==> config.mk <==
export PLATFORM = sky130hd
export DESIGN_NAME = supply_start_seq
export DESIGN_NICKNAME = d
export VERILOG_FILES = /design/src/rtl/seq_pkg.sv /design/src/rtl/seq_wake_timer.sv /design/src/rtl/seq_ramp.sv /design/src/rtl/supply_start_seq.sv
export SDC_FILE = /design/constraint.sdc
export NUM_CORES = 1
export LEC_CHECK = 0
export BUFFER_PORTS_ARGS = -buffer_cell sky130_fd_sc_hd__buf_2
export CAP_MARGIN = 20
export CORE_AREA = 4 4 64 66
export CTS_CLUSTER_DIAMETER = 150
export DETAILED_ROUTE_END_ITERATION = 8
export DIE_AREA = 0 0 68 70
export PLACE_DENSITY_LB_ADDON = 0.2
export SETUP_SLACK_MARGIN = 0.1
export SLEW_MARGIN = 20
export SYNTH_ARGS = -nofsm -noshare
export SYNTH_HDL_FRONTEND = slang
export SYNTH_SLANG_ARGS = --single-unit
==> constraint.sdc <==
create_clock -name clk -period 1.95 [get_ports clk]
set_input_delay 0.195 -clock clk [delete_from_list [all_inputs] [get_ports clk]]
set_output_delay 0.195 -clock clk [all_outputs]
set_load 0.01 [all_outputs]
==> src/rtl/seq_pkg.sv <==
package seq_pkg;

  typedef enum logic [1:0] {
    ST_IDLE = 2'd0,
    ST_WAKE = 2'd1,
    ST_RAMP = 2'd2,
    ST_RUN  = 2'd3
  } seq_state_e;

endpackage

==> src/rtl/seq_wake_timer.sv <==
module seq_wake_timer #(
  parameter int WAKE_CYCLES = 30000
) (
  input  logic clk,
  input  logic rst_n,
  input  logic run,
  output logic expired
);
  localparam int TW = (WAKE_CYCLES > 1) ? $clog2(WAKE_CYCLES) : 1;
  localparam logic [TW-1:0] LOAD_VAL = TW'(WAKE_CYCLES - 1);

  logic [TW-1:0] cnt_q, cnt_d;

  always_comb begin
    cnt_d = cnt_q;
    if (!run)
      cnt_d = LOAD_VAL;
    else if (cnt_q != '0)
      cnt_d = cnt_q - 1'b1;
  end

  always_ff @(posedge clk or negedge rst_n) begin
    if (!rst_n) cnt_q <= LOAD_VAL;
    else        cnt_q <= cnt_d;
  end

  assign expired = (cnt_q == '0);

  AST_WAKE_COUNTS: assert property (@(posedge clk) disable iff (!rst_n)
    (run && !expired) |=> (cnt_q == $past(cnt_q) - 1'b1 || !$past(run)));

endmodule

==> src/rtl/seq_ramp.sv <==
module seq_ramp #(
  parameter int CODE_W      = 8,
  parameter int STEP_CYCLES = 216
) (
  input  logic              clk,
  input  logic              rst_n,
  input  logic              clr,
  input  logic              adv,
  output logic [CODE_W-1:0] code
);
  localparam int PW = (STEP_CYCLES > 1) ? $clog2(STEP_CYCLES) : 1;
  localparam logic [PW-1:0] P_LAST = PW'(STEP_CYCLES - 1);

  logic [PW-1:0]     pre_q, pre_d;
  logic [CODE_W-1:0] code_q, code_d;

  always_comb begin
    pre_d  = pre_q;
    code_d = code_q;
    if (clr) begin
      pre_d  = '0;
      code_d = '0;
    end else if (adv) begin
      if (pre_q == P_LAST) begin
        pre_d  = '0;
        code_d = code_q + 1'b1;
      end else begin
        pre_d = pre_q + 1'b1;
      end
    end
  end

  always_ff @(posedge clk or negedge rst_n) begin
    if (!rst_n) begin
      pre_q  <= '0;
      code_q <= '0;
    end else begin
      pre_q  <= pre_d;
      code_q <= code_d;
    end
  end

  assign code = code_q;

  AST_RAMP_STEP: assert property (@(posedge clk) disable iff (!rst_n)
    $past(adv) |-> (code_q == $past(code_q) || code_q == CODE_W'($past(code_q) + 1'b1) || $past(clr)));

endmodule

==> src/rtl/supply_start_seq.sv <==
module supply_start_seq #(
  parameter int CODE_W      = 8,
  parameter int WAKE_CYCLES = 30000,
  parameter int STEP_CYCLES = 216
) (
  input  logic              clk,
  input  logic              rst_n,
  input  logic              en_in,
  input  logic              lockout_in,
  input  logic              hot_in,
  output logic [CODE_W-1:0] ref_code,
  output logic              sw_en,
  output logic              gate_off,
  output logic              dis_en,
  output logic              start_done
);
  import seq_pkg::*;

  localparam logic [CODE_W-1:0] CODE_MAX = {CODE_W{1'b1}};

  seq_state_e state_q, state_d;
  logic       go;
  logic       wake_over;
  logic       ramp_clr, ramp_adv;
  logic       active;

  assign go = en_in & ~lockout_in & ~hot_in;

  always_comb begin
    state_d = state_q;
    unique case (state_q)
      ST_IDLE: if (go) state_d = ST_WAKE;
      ST_WAKE: begin
        if (!go)            state_d = ST_IDLE;
        else if (wake_over) state_d = ST_RAMP;
      end
      ST_RAMP: begin
        if (!go)                       state_d = ST_IDLE;
        else if (ref_code == CODE_MAX) state_d = ST_RUN;
      end
      ST_RUN:  if (!go) state_d = ST_IDLE;
      default: state_d = ST_IDLE;
    endcase
  end

  always_ff @(posedge clk or negedge rst_n) begin
    if (!rst_n) state_q <= ST_IDLE;
    else        state_q <= state_d;
  end

  seq_wake_timer #(.WAKE_CYCLES(WAKE_CYCLES)) u_wake (
    .clk     (clk),
    .rst_n   (rst_n),
    .run     (state_q == ST_WAKE),
    .expired (wake_over)
  );

  assign ramp_clr = !(state_d == ST_RAMP || state_d == ST_RUN);
  assign ramp_adv = (state_q == ST_RAMP) && (state_d == ST_RAMP);

  seq_ramp #(.CODE_W(CODE_W), .STEP_CYCLES(STEP_CYCLES)) u_ramp (
    .clk   (clk),
    .rst_n (rst_n),
    .clr   (ramp_clr),
    .adv   (ramp_adv),
    .code  (ref_code)
  );

  assign active     = (state_q == ST_RAMP) || (state_q == ST_RUN);
  assign sw_en      = go & active;
  assign gate_off   = ~sw_en;
  assign dis_en     = ~en_in;
  assign start_done = (state_q == ST_RUN);

  AST_DONE_AT_FULL: assert property (@(posedge clk) disable iff (!rst_n)
    start_done |-> (ref_code == CODE_MAX));

  AST_WAKE_ZERO: assert property (@(posedge clk) disable iff (!rst_n)
    (state_q == ST_WAKE) |-> (ref_code == '0 && !sw_en));

  AST_FAULT_CLEARS: assert property (@(posedge clk) disable iff (!rst_n)
    (!go) |=> (ref_code == '0 && !start_done));

  AST_LOCK_HOLDS: assert property (@(posedge clk) disable iff (!rst_n)
    (lockout_in && $past(lockout_in)) |-> (state_q == ST_IDLE && !sw_en));

  AST_DISCHARGE_OFF: assert property (@(posedge clk) disable iff (!rst_n)
    dis_en |-> (gate_off && !sw_en));

endmodule

==> results.cfg, run 1 <==
[run_status]
run_status = finished, violations left
violations = setup timing

[logic_synthesis]
synthMuxAreaShare_pct = 0.560
async_flop_share_pct = 100
syn_avg_cell_area_um2 = 9.56
yosys_register_bits = 33
synth_flop_cell = dfrtp_1
synth-seq-area-share_pct = 46.9
synth_top_family_by_area = simple AND/OR/NAND/NOR gates
synth-simple-area-share_pct = 26.8
synth_fa_ha_area_share_pct = 2.10
syn-num-nets = 195
syn_inst = 187
synth_edf_count = 0
synth_warnings = 0
synth_compound_area_share_pct = 12.9
ys_types = 44
synth_xor_area_share_pct = 6.86
synth_area_mm2 = 0.00179

[drt]
routedWlPerCell_um = 16.7
vias_per_cell = 5.64
antenna_left = 0
drc = 0
dr.pass1.iters = 5
drt_iter0_drc = 135
vias = 1681
wirelength_mm = 4.98

[global_routing]
grt_util_all_layers_pct = 21.4
antenna_found_initial = 0
grt_first_pass_wirelength_mm = 7.73
grt_pass1_vias = 1697
grt_max_degree = 34
grt_remaining_overflow = 0

[power_and_ir_drop]
vdd_drop_max_mv = 0.418
power_frac_clock_pct = 33.6
p_seq_share_pct = 62.5
combinationalPowerShare_pct = 3.9
switchingPower_w = 0.000258
p_per_area_mw_per_mm2 = 428
p_total_w = 0.00110
internal-power_w = 0.000846
p_sw_share_pct = 23.4
p_leak_nw = 0.998

[die]
initial_core_util_pct = 50.0
die_w_um = 68
ios = 17
coreArea_mm2 = 0.00358
rows = 22
chipHeight_um = 70
die_area_mm2 = 0.00476

[hold_path]
hp-start = hot_in
hold_path_end = state_q[0]$_DFF_PN0_
hold_class = input port to flip-flop
min_path_cells = 5

[timing]
hold_viol = 0
final.min_clock_period_ns = 2.09
period_share_pct = 107
finalSetupViolations = 23
rsz0062_at_grt = yes
slew_viol_final = 0
setup_ws_ns = -0.143
tightestPinTransition_ns = 0.743
holdWs_ns = 0.273
finalClockSkew_ns = 0.00570
clock.fmax_mhz = 478
slew_headroom_pct = 50.5

[clock_network]
h-tree-depth = 2
clk_pin_slew_ns = 0.10
cts_made_buffers = 5
root_buffer = clkbuf_4
clock_sinks = 33
max-clock-path-buffers = 2
clkLatencyLatePin_ns = 0.33
tritoncts = built

[placement]
place_congestion = 0.808
dpl.hpwl_mm = 2.93
io_buffers = 16

[worst_setup_path]
rrSetupSlack_ns = -0.14
rr_worst_depth = 6
worst_setup_path_start_kind = flip-flop
crit_fanout = 7
arrival_ns = 2.36
crit_required_ns = 2.22
endpoint_kind = flip-flop
rr_startpoint = u_wake.cnt_q[13]$_DFFE_PN1P_
crit_type = flip-flop to flip-flop
rr_endpoint = u_ramp.code[2]$_DFFE_PN0P_

[flow_run]
drv_cap = 0

[cells_and_area]
antenna-diode-count = 0
synthToLayoutAreaGrowth_pct = 44.1
final_nets = 257
drive_above_1_share_pct = 50.0
## worst max-delay path by stage
stage / start / to / slack [ns] / cells after the start
floorplan: u_wake.cnt_q[11]$_DFFE_PN0P_ / u_ramp.pre_q[0]$_DFFE_PN0P_ / -0.05 / 7
global placement: u_wake.cnt_q[11]$_DFFE_PN0P_ / u_ramp.code[4]$_DFFE_PN0P_ / -0.15 / 6
detailed placement: u_wake.cnt_q[11]$_DFFE_PN0P_ / u_ramp.code[3]$_DFFE_PN0P_ / -0.21 / 6
CTS: u_wake.cnt_q[13]$_DFFE_PN1P_ / u_ramp.code[7]$_DFFE_PN0P_ / -0.1 / 6
global route: u_wake.cnt_q[11]$_DFFE_PN0P_ / u_ramp.code[0]$_DFFE_PN0P_ / -0.20 / 6
finish: u_wake.cnt_q[13]$_DFFE_PN1P_ / u_ramp.code[2]$_DFFE_PN0P_ / -0.14 / 6
## cell usage after synthesis (2+ instances only)
master | n | area share, %
dfstp_2 | 10 | 15
nor2_2 | 5 | 1.7
nor2b_1 | 2 | 0.70
nand2_1 | 18 | 3.8
or4_1 | 2 | 0.84
o31ai_1 | 7 | 2.9
o211ai_1 | 2 | 0.84
inv_1 | 8 | 1.7
nor2_1 | 12 | 2.5
nor4_1 | 3 | 1.0
buf_6 | 2 | 1.3
xor2_1 | 6 | 2.9
nand3b_1 | 2 | 0.84
ha_1 | 3 | 2.1
dfrtp_1 | 23 | 32
or2_2 | 3 | 1.0
nor3_1 | 8 | 2.2
o21ai_0 | 5 | 1.4
o31a_1 | 2 | 0.98
or3_1 | 10 | 3.5
nand3_1 | 12 | 3.4
clkbuf_1 | 3 | 0.63
xnor2_1 | 8 | 3.9
a21oi_1 | 11 | 3.1
## per-stage QoR
stage	utilization (%)	setup WS, ns	instance area (µm²)	std cells	setup TNS (ns)
2_1_floorplan	-	-0.0505	1810	187	-0.479
3_3_place_gp	59.4	-0.146	2120	272	-2.34
3_5_place_dp	59.4	-0.206	2120	272	-4.03
4_1_cts	67.7	-0.0983	2420	292	-1.06
5_1_grt	72.0	-0.200	2580	298	-3.32
6_report	72.0	-0.143	2580	298	-1.51
## metal layers
| metal | vias to the layer above | track usage (%) | part of all wire (%) |
|---|---|---|---|
| li1 | 783 | - | - |
| met1 | 839 | 24.3 | 40 |
| met2 | 44 | 36.3 | 54 |
| met3 | 15 | 5.63 | 3.3 |
| met4 | 0 | 10.2 | 2.9 |
| met5 | - | 0 | 0 |
## cells by family (layout without fill, tap and decap cells)
group	after synthesis	in the layout
buffers and inverters	14	75
AOI/OAI and AO/OA	34	36
muxes	1	1
and+or+nand+nor	88	88
adders and majority gates	3	3
DFF	33	33
xor gates and xnor gates	14	14
## power groups by stage
stage | Sequential, W | Combinational [W] | Clock [W]
3_3_place_gp | 0.000701 | 0.0000371 | 0
4_1_cts | 0.000689 | 0.0000433 | 0.000375
6_report | 0.000690 | 0.0000433 | 0.000371
2_1_floorplan | 0.000702 | 0.0000128 | 0
5_1_grt | 0.000690 | 0.0000486 | 0.000416
3_5_place_dp | 0.000702 | 0.0000380 | 0
## flip-flops by register name, summed over array words and instances, names as in the netlist
name,cells
u_wake.cnt_q,15
u_ramp.code,8
u_ramp.pre_q,8
state_q,2
## layout by cell type, fill, tap and decap left out, drive strengths merged, types with 9 or more instances in the layout
| master | synthesis | layout |
|---|---|---|
| buf | 3 | 57 |
| dfrtp | 23 | 23 |
| nand2 | 18 | 18 |
| nor2 | 17 | 17 |
| nand3 | 12 | 12 |
| a21oi | 11 | 11 |
| dfstp | 10 | 10 |
| or3 | 10 | 10 |
| nor3 | 9 | 9 |
| clkbuf | 3 | 9 |
## area by class of cell
cell class	instances	area [µm²]
multi-input combinational	142	1130
fill	256	1000
sequential	33	838
timing repair buffer	59	465
tap	48	60.1
clock buffer	8	48.8
inverter	8	35.0
## what timing repair did
item / CTS / global route
hold endpoints to repair: 23 / 0
buffers inserted: 9 / 5
endpoints found under the setup margin: 33 / 33
hold buffers: 1 / 0
gates cloned: 2 / 1
pin swaps: 14 / 9
resized for setup: 36 / 22
## worst max-delay path, cell delays in order, from the launching register on
cell       delay [ns]
dfstp_2          0.38
or4_4            0.53
or3_4            0.49
nor3_4           0.21
o21ai_4          0.14
clkbuf_16        0.19
nor2_4           0.08
Power figures use the tool's default switching activity.
==> run 2: changes to the inputs <==
Settings changed: SETUP_SLACK_MARGIN 0.1 to 0.4.
==> run 2 against run 1 <==
Effect of this change: the flow still finishes with violations (setup timing); count of clock-buffer cells in the layout unchanged; register-to-register slack better by 0.03 ns; core utilization is 3.2 points lower; first-iteration DRC count down 30%; worst hold slack got worse by 0.012 ns; flip-flop and latch count unchanged; via count shrank 4.9%; clock power rose by 8.9%; worst setup slack better by 0.026 ns; sequential share of layout area rose by 1.5 points; combinational power down 9.5%.
==> results.cfg, run 2 (same netlist as run 1, synthesis figures left out) <==
[run_status]
run_status = finished, violations left
violations = setup timing

[timing]
slew_viol_final = 0
tightestPinTransition_ns = 0.719
final.min_clock_period_ns = 2.07
period_share_pct = 106
finalSetupViolations = 21
hold_viol = 0
slew_headroom_pct = 52.1
setup_ws_ns = -0.117
clock.fmax_mhz = 484
rsz0062_at_grt = yes
finalClockSkew_ns = 0.00628

[global_routing]
antenna_found_initial = 0
grt_first_pass_wirelength_mm = 7.47
met2_usage_pct = 37.0
busiest_layer = met2
grt_remaining_overflow = 0
use_met3_pct = 4.50
globalRouteMet1Util_pct = 23.2
grt_max_degree = 34
grt_pass1_vias = 1642
grt_util_all_layers_pct = 20.4

[hold_path]
hp-start = lockout_in
min_path_cells = 5
hold_class = input port to flip-flop
hold_path_end = state_q[0]$_DFF_PN0_

[drt]
vias_per_cell = 5.45
antenna_left = 0
wirelength_mm = 4.36
dr.pass1.iters = 4
drt_iter0_drc = 94
vias = 1598
drc = 0
routedWlPerCell_um = 14.9

[clock_network]
root_buffer = clkbuf_4
max-clock-path-buffers = 2
tritoncts = built
clock_sinks = 33
h-tree-depth = 2
clk_pin_slew_ns = 0.10
cts_made_buffers = 5
clkLatencyLatePin_ns = 0.33

[power_and_ir_drop]
power_frac_clock_pct = 35.7
internal-power_w = 0.000879
combinationalPowerShare_pct = 3.5
p_per_area_mw_per_mm2 = 460
switchingPower_w = 0.000254
vdd_drop_max_mv = 0.464
p_seq_share_pct = 60.8
p_leak_nw = 0.980
p_sw_share_pct = 22.4

[cells_and_area]
seq_area_um2 = 838
final_cell_mix = buf_4, dfrtp_1, nand2_1
stdcell_area_mm2 = 0.00246
synthToLayoutAreaGrowth_pct = 37.7
final_util_pct = 68.8
regMostFlops = u_wake.cnt_q
multi_input_area_mm2 = 0.00104
final_common_cell = buf_4
antenna-diode-count = 0
nFillCells = 274
final_nets = 252
drive_above_1_share_pct = 43.7
largest_register_ffs = 15

[die]
die_area_mm2 = 0.00476
chipHeight_um = 70
initial_core_util_pct = 50.0
die_w_um = 68
rows = 22
ios = 17
coreArea_mm2 = 0.00358

[worst_setup_path]
crit_required_ns = 2.17
rr_startpoint = u_wake.cnt_q[7]$_DFFE_PN0P_
endpoint_kind = flip-flop
rr_worst_depth = 6
crit_type = flip-flop to flip-flop
worst_setup_path_start_kind = flip-flop
rr_endpoint = u_wake.cnt_q[11]$_DFFE_PN0P_
crit_fanout = 6
arrival_ns = 2.29
rrSetupSlack_ns = -0.12

[placement]
place_congestion = 0.810
place_area_mm2 = 0.00214
dpl.hpwl_mm = 2.90
io_buffers = 16

[flow_run]
drv_cap = 0
## run 2: changes by cell type in the layout (fill, tap and decap cells not counted), moves of 2 or more
| cell | before | now |
|---|---|---|
| nor2_2 | 5 | 1 |
| nor2_4 | 6 | 10 |
| buf_6 | 8 | 5 |
| o31ai_1 | 3 | 6 |
| buf_4 | 32 | 30 |
| nand2_1 | 16 | 18 |
| o21ai_2 | 2 | 0 |
| o31ai_2 | 3 | 1 |
## run 2: how the worst max path moves through the flow
stage | start | end | slack (ns) | cells past startpoint
after global routing | u_wake.cnt_q[7]$_DFFE_PN0P_ | u_wake.cnt_q[11]$_DFFE_PN0P_ | -0.20 | 6
after CTS | u_wake.cnt_q[13]$_DFFE_PN1P_ | u_wake.cnt_q[11]$_DFFE_PN0P_ | -0.09 | 6
final | u_wake.cnt_q[7]$_DFFE_PN0P_ | u_wake.cnt_q[11]$_DFFE_PN0P_ | -0.12 | 6
after floorplan | u_wake.cnt_q[7]$_DFFE_PN0P_ | u_ramp.pre_q[0]$_DFFE_PN0P_ | -0.05 | 7
after detailed placement | u_wake.cnt_q[11]$_DFFE_PN0P_ | u_ramp.code[4]$_DFFE_PN0P_ | -0.21 | 6
after global placement | u_wake.cnt_q[11]$_DFFE_PN0P_ | u_wake.cnt_q[11]$_DFFE_PN0P_ | -0.13 | 5
## run 2: cell type report
cell class	instances	share of cell area, %
Timing Repair Buffer	55	17.7
Clock buffer	8	2.39
Inverter	8	1.22
Sequential cell	33	34.0
Tap cell	48	2.44
Multi-Input combinational cell	141	42.2
## run 2: layer usage
metal / routed length, µm / share of wire, %
met5: 0 / 0
met4: 52 / 1.2
met3: 157 / 3.6
met2: 2430 / 56
met1: 1720 / 39
## run 2: repair_timing
action                                  4_1_cts  5_1_grt
buffers inserted                              8        2
cloned                                        2        0
hold buffers                                  1        0
endpoints found under the setup margin       33       33
pin swaps                                    10        4
resized for setup                            25       11
hold endpoints to repair                     23        0
## run 2: critical path, stage by stage, from the launching register on
cell	delay [ns]
dfrtp_1	0.39
or4_4	0.57
or3_4	0.40
buf_12	0.15
o211ai_4	0.20
nor4_1	0.09
o21a_1	0.17
## run 2: per-stage QoR
stage | instances | worst slack, ns | total power, W | TNS [ns] | hold slack [ns]
final | 293 | -0.117 | 0.00113 | -1.08 | 0.261
after global routing | 293 | -0.200 | 0.00119 | -2.56 | 0.268
after CTS | 291 | -0.0943 | 0.00114 | -0.901 | 0.250
after detailed placement | 272 | -0.206 | 0.000740 | -3.12 | 0.286
after global placement | 272 | -0.134 | 0.000740 | -1.83 | 0.284
after floorplan | 187 | -0.0501 | 0.000715 | -0.475 | -0.101
## run 2: power by group through the flow
stage	logic, W	clock network (W)	registers, W
global route	0.0000456	0.000450	0.000690
floorplan	0.0000135	0	0.000702
CTS	0.0000402	0.000414	0.000689
detailed placement	0.0000387	0	0.000702
global placement	0.0000383	0	0.000702
finish	0.0000392	0.000404	0.000689
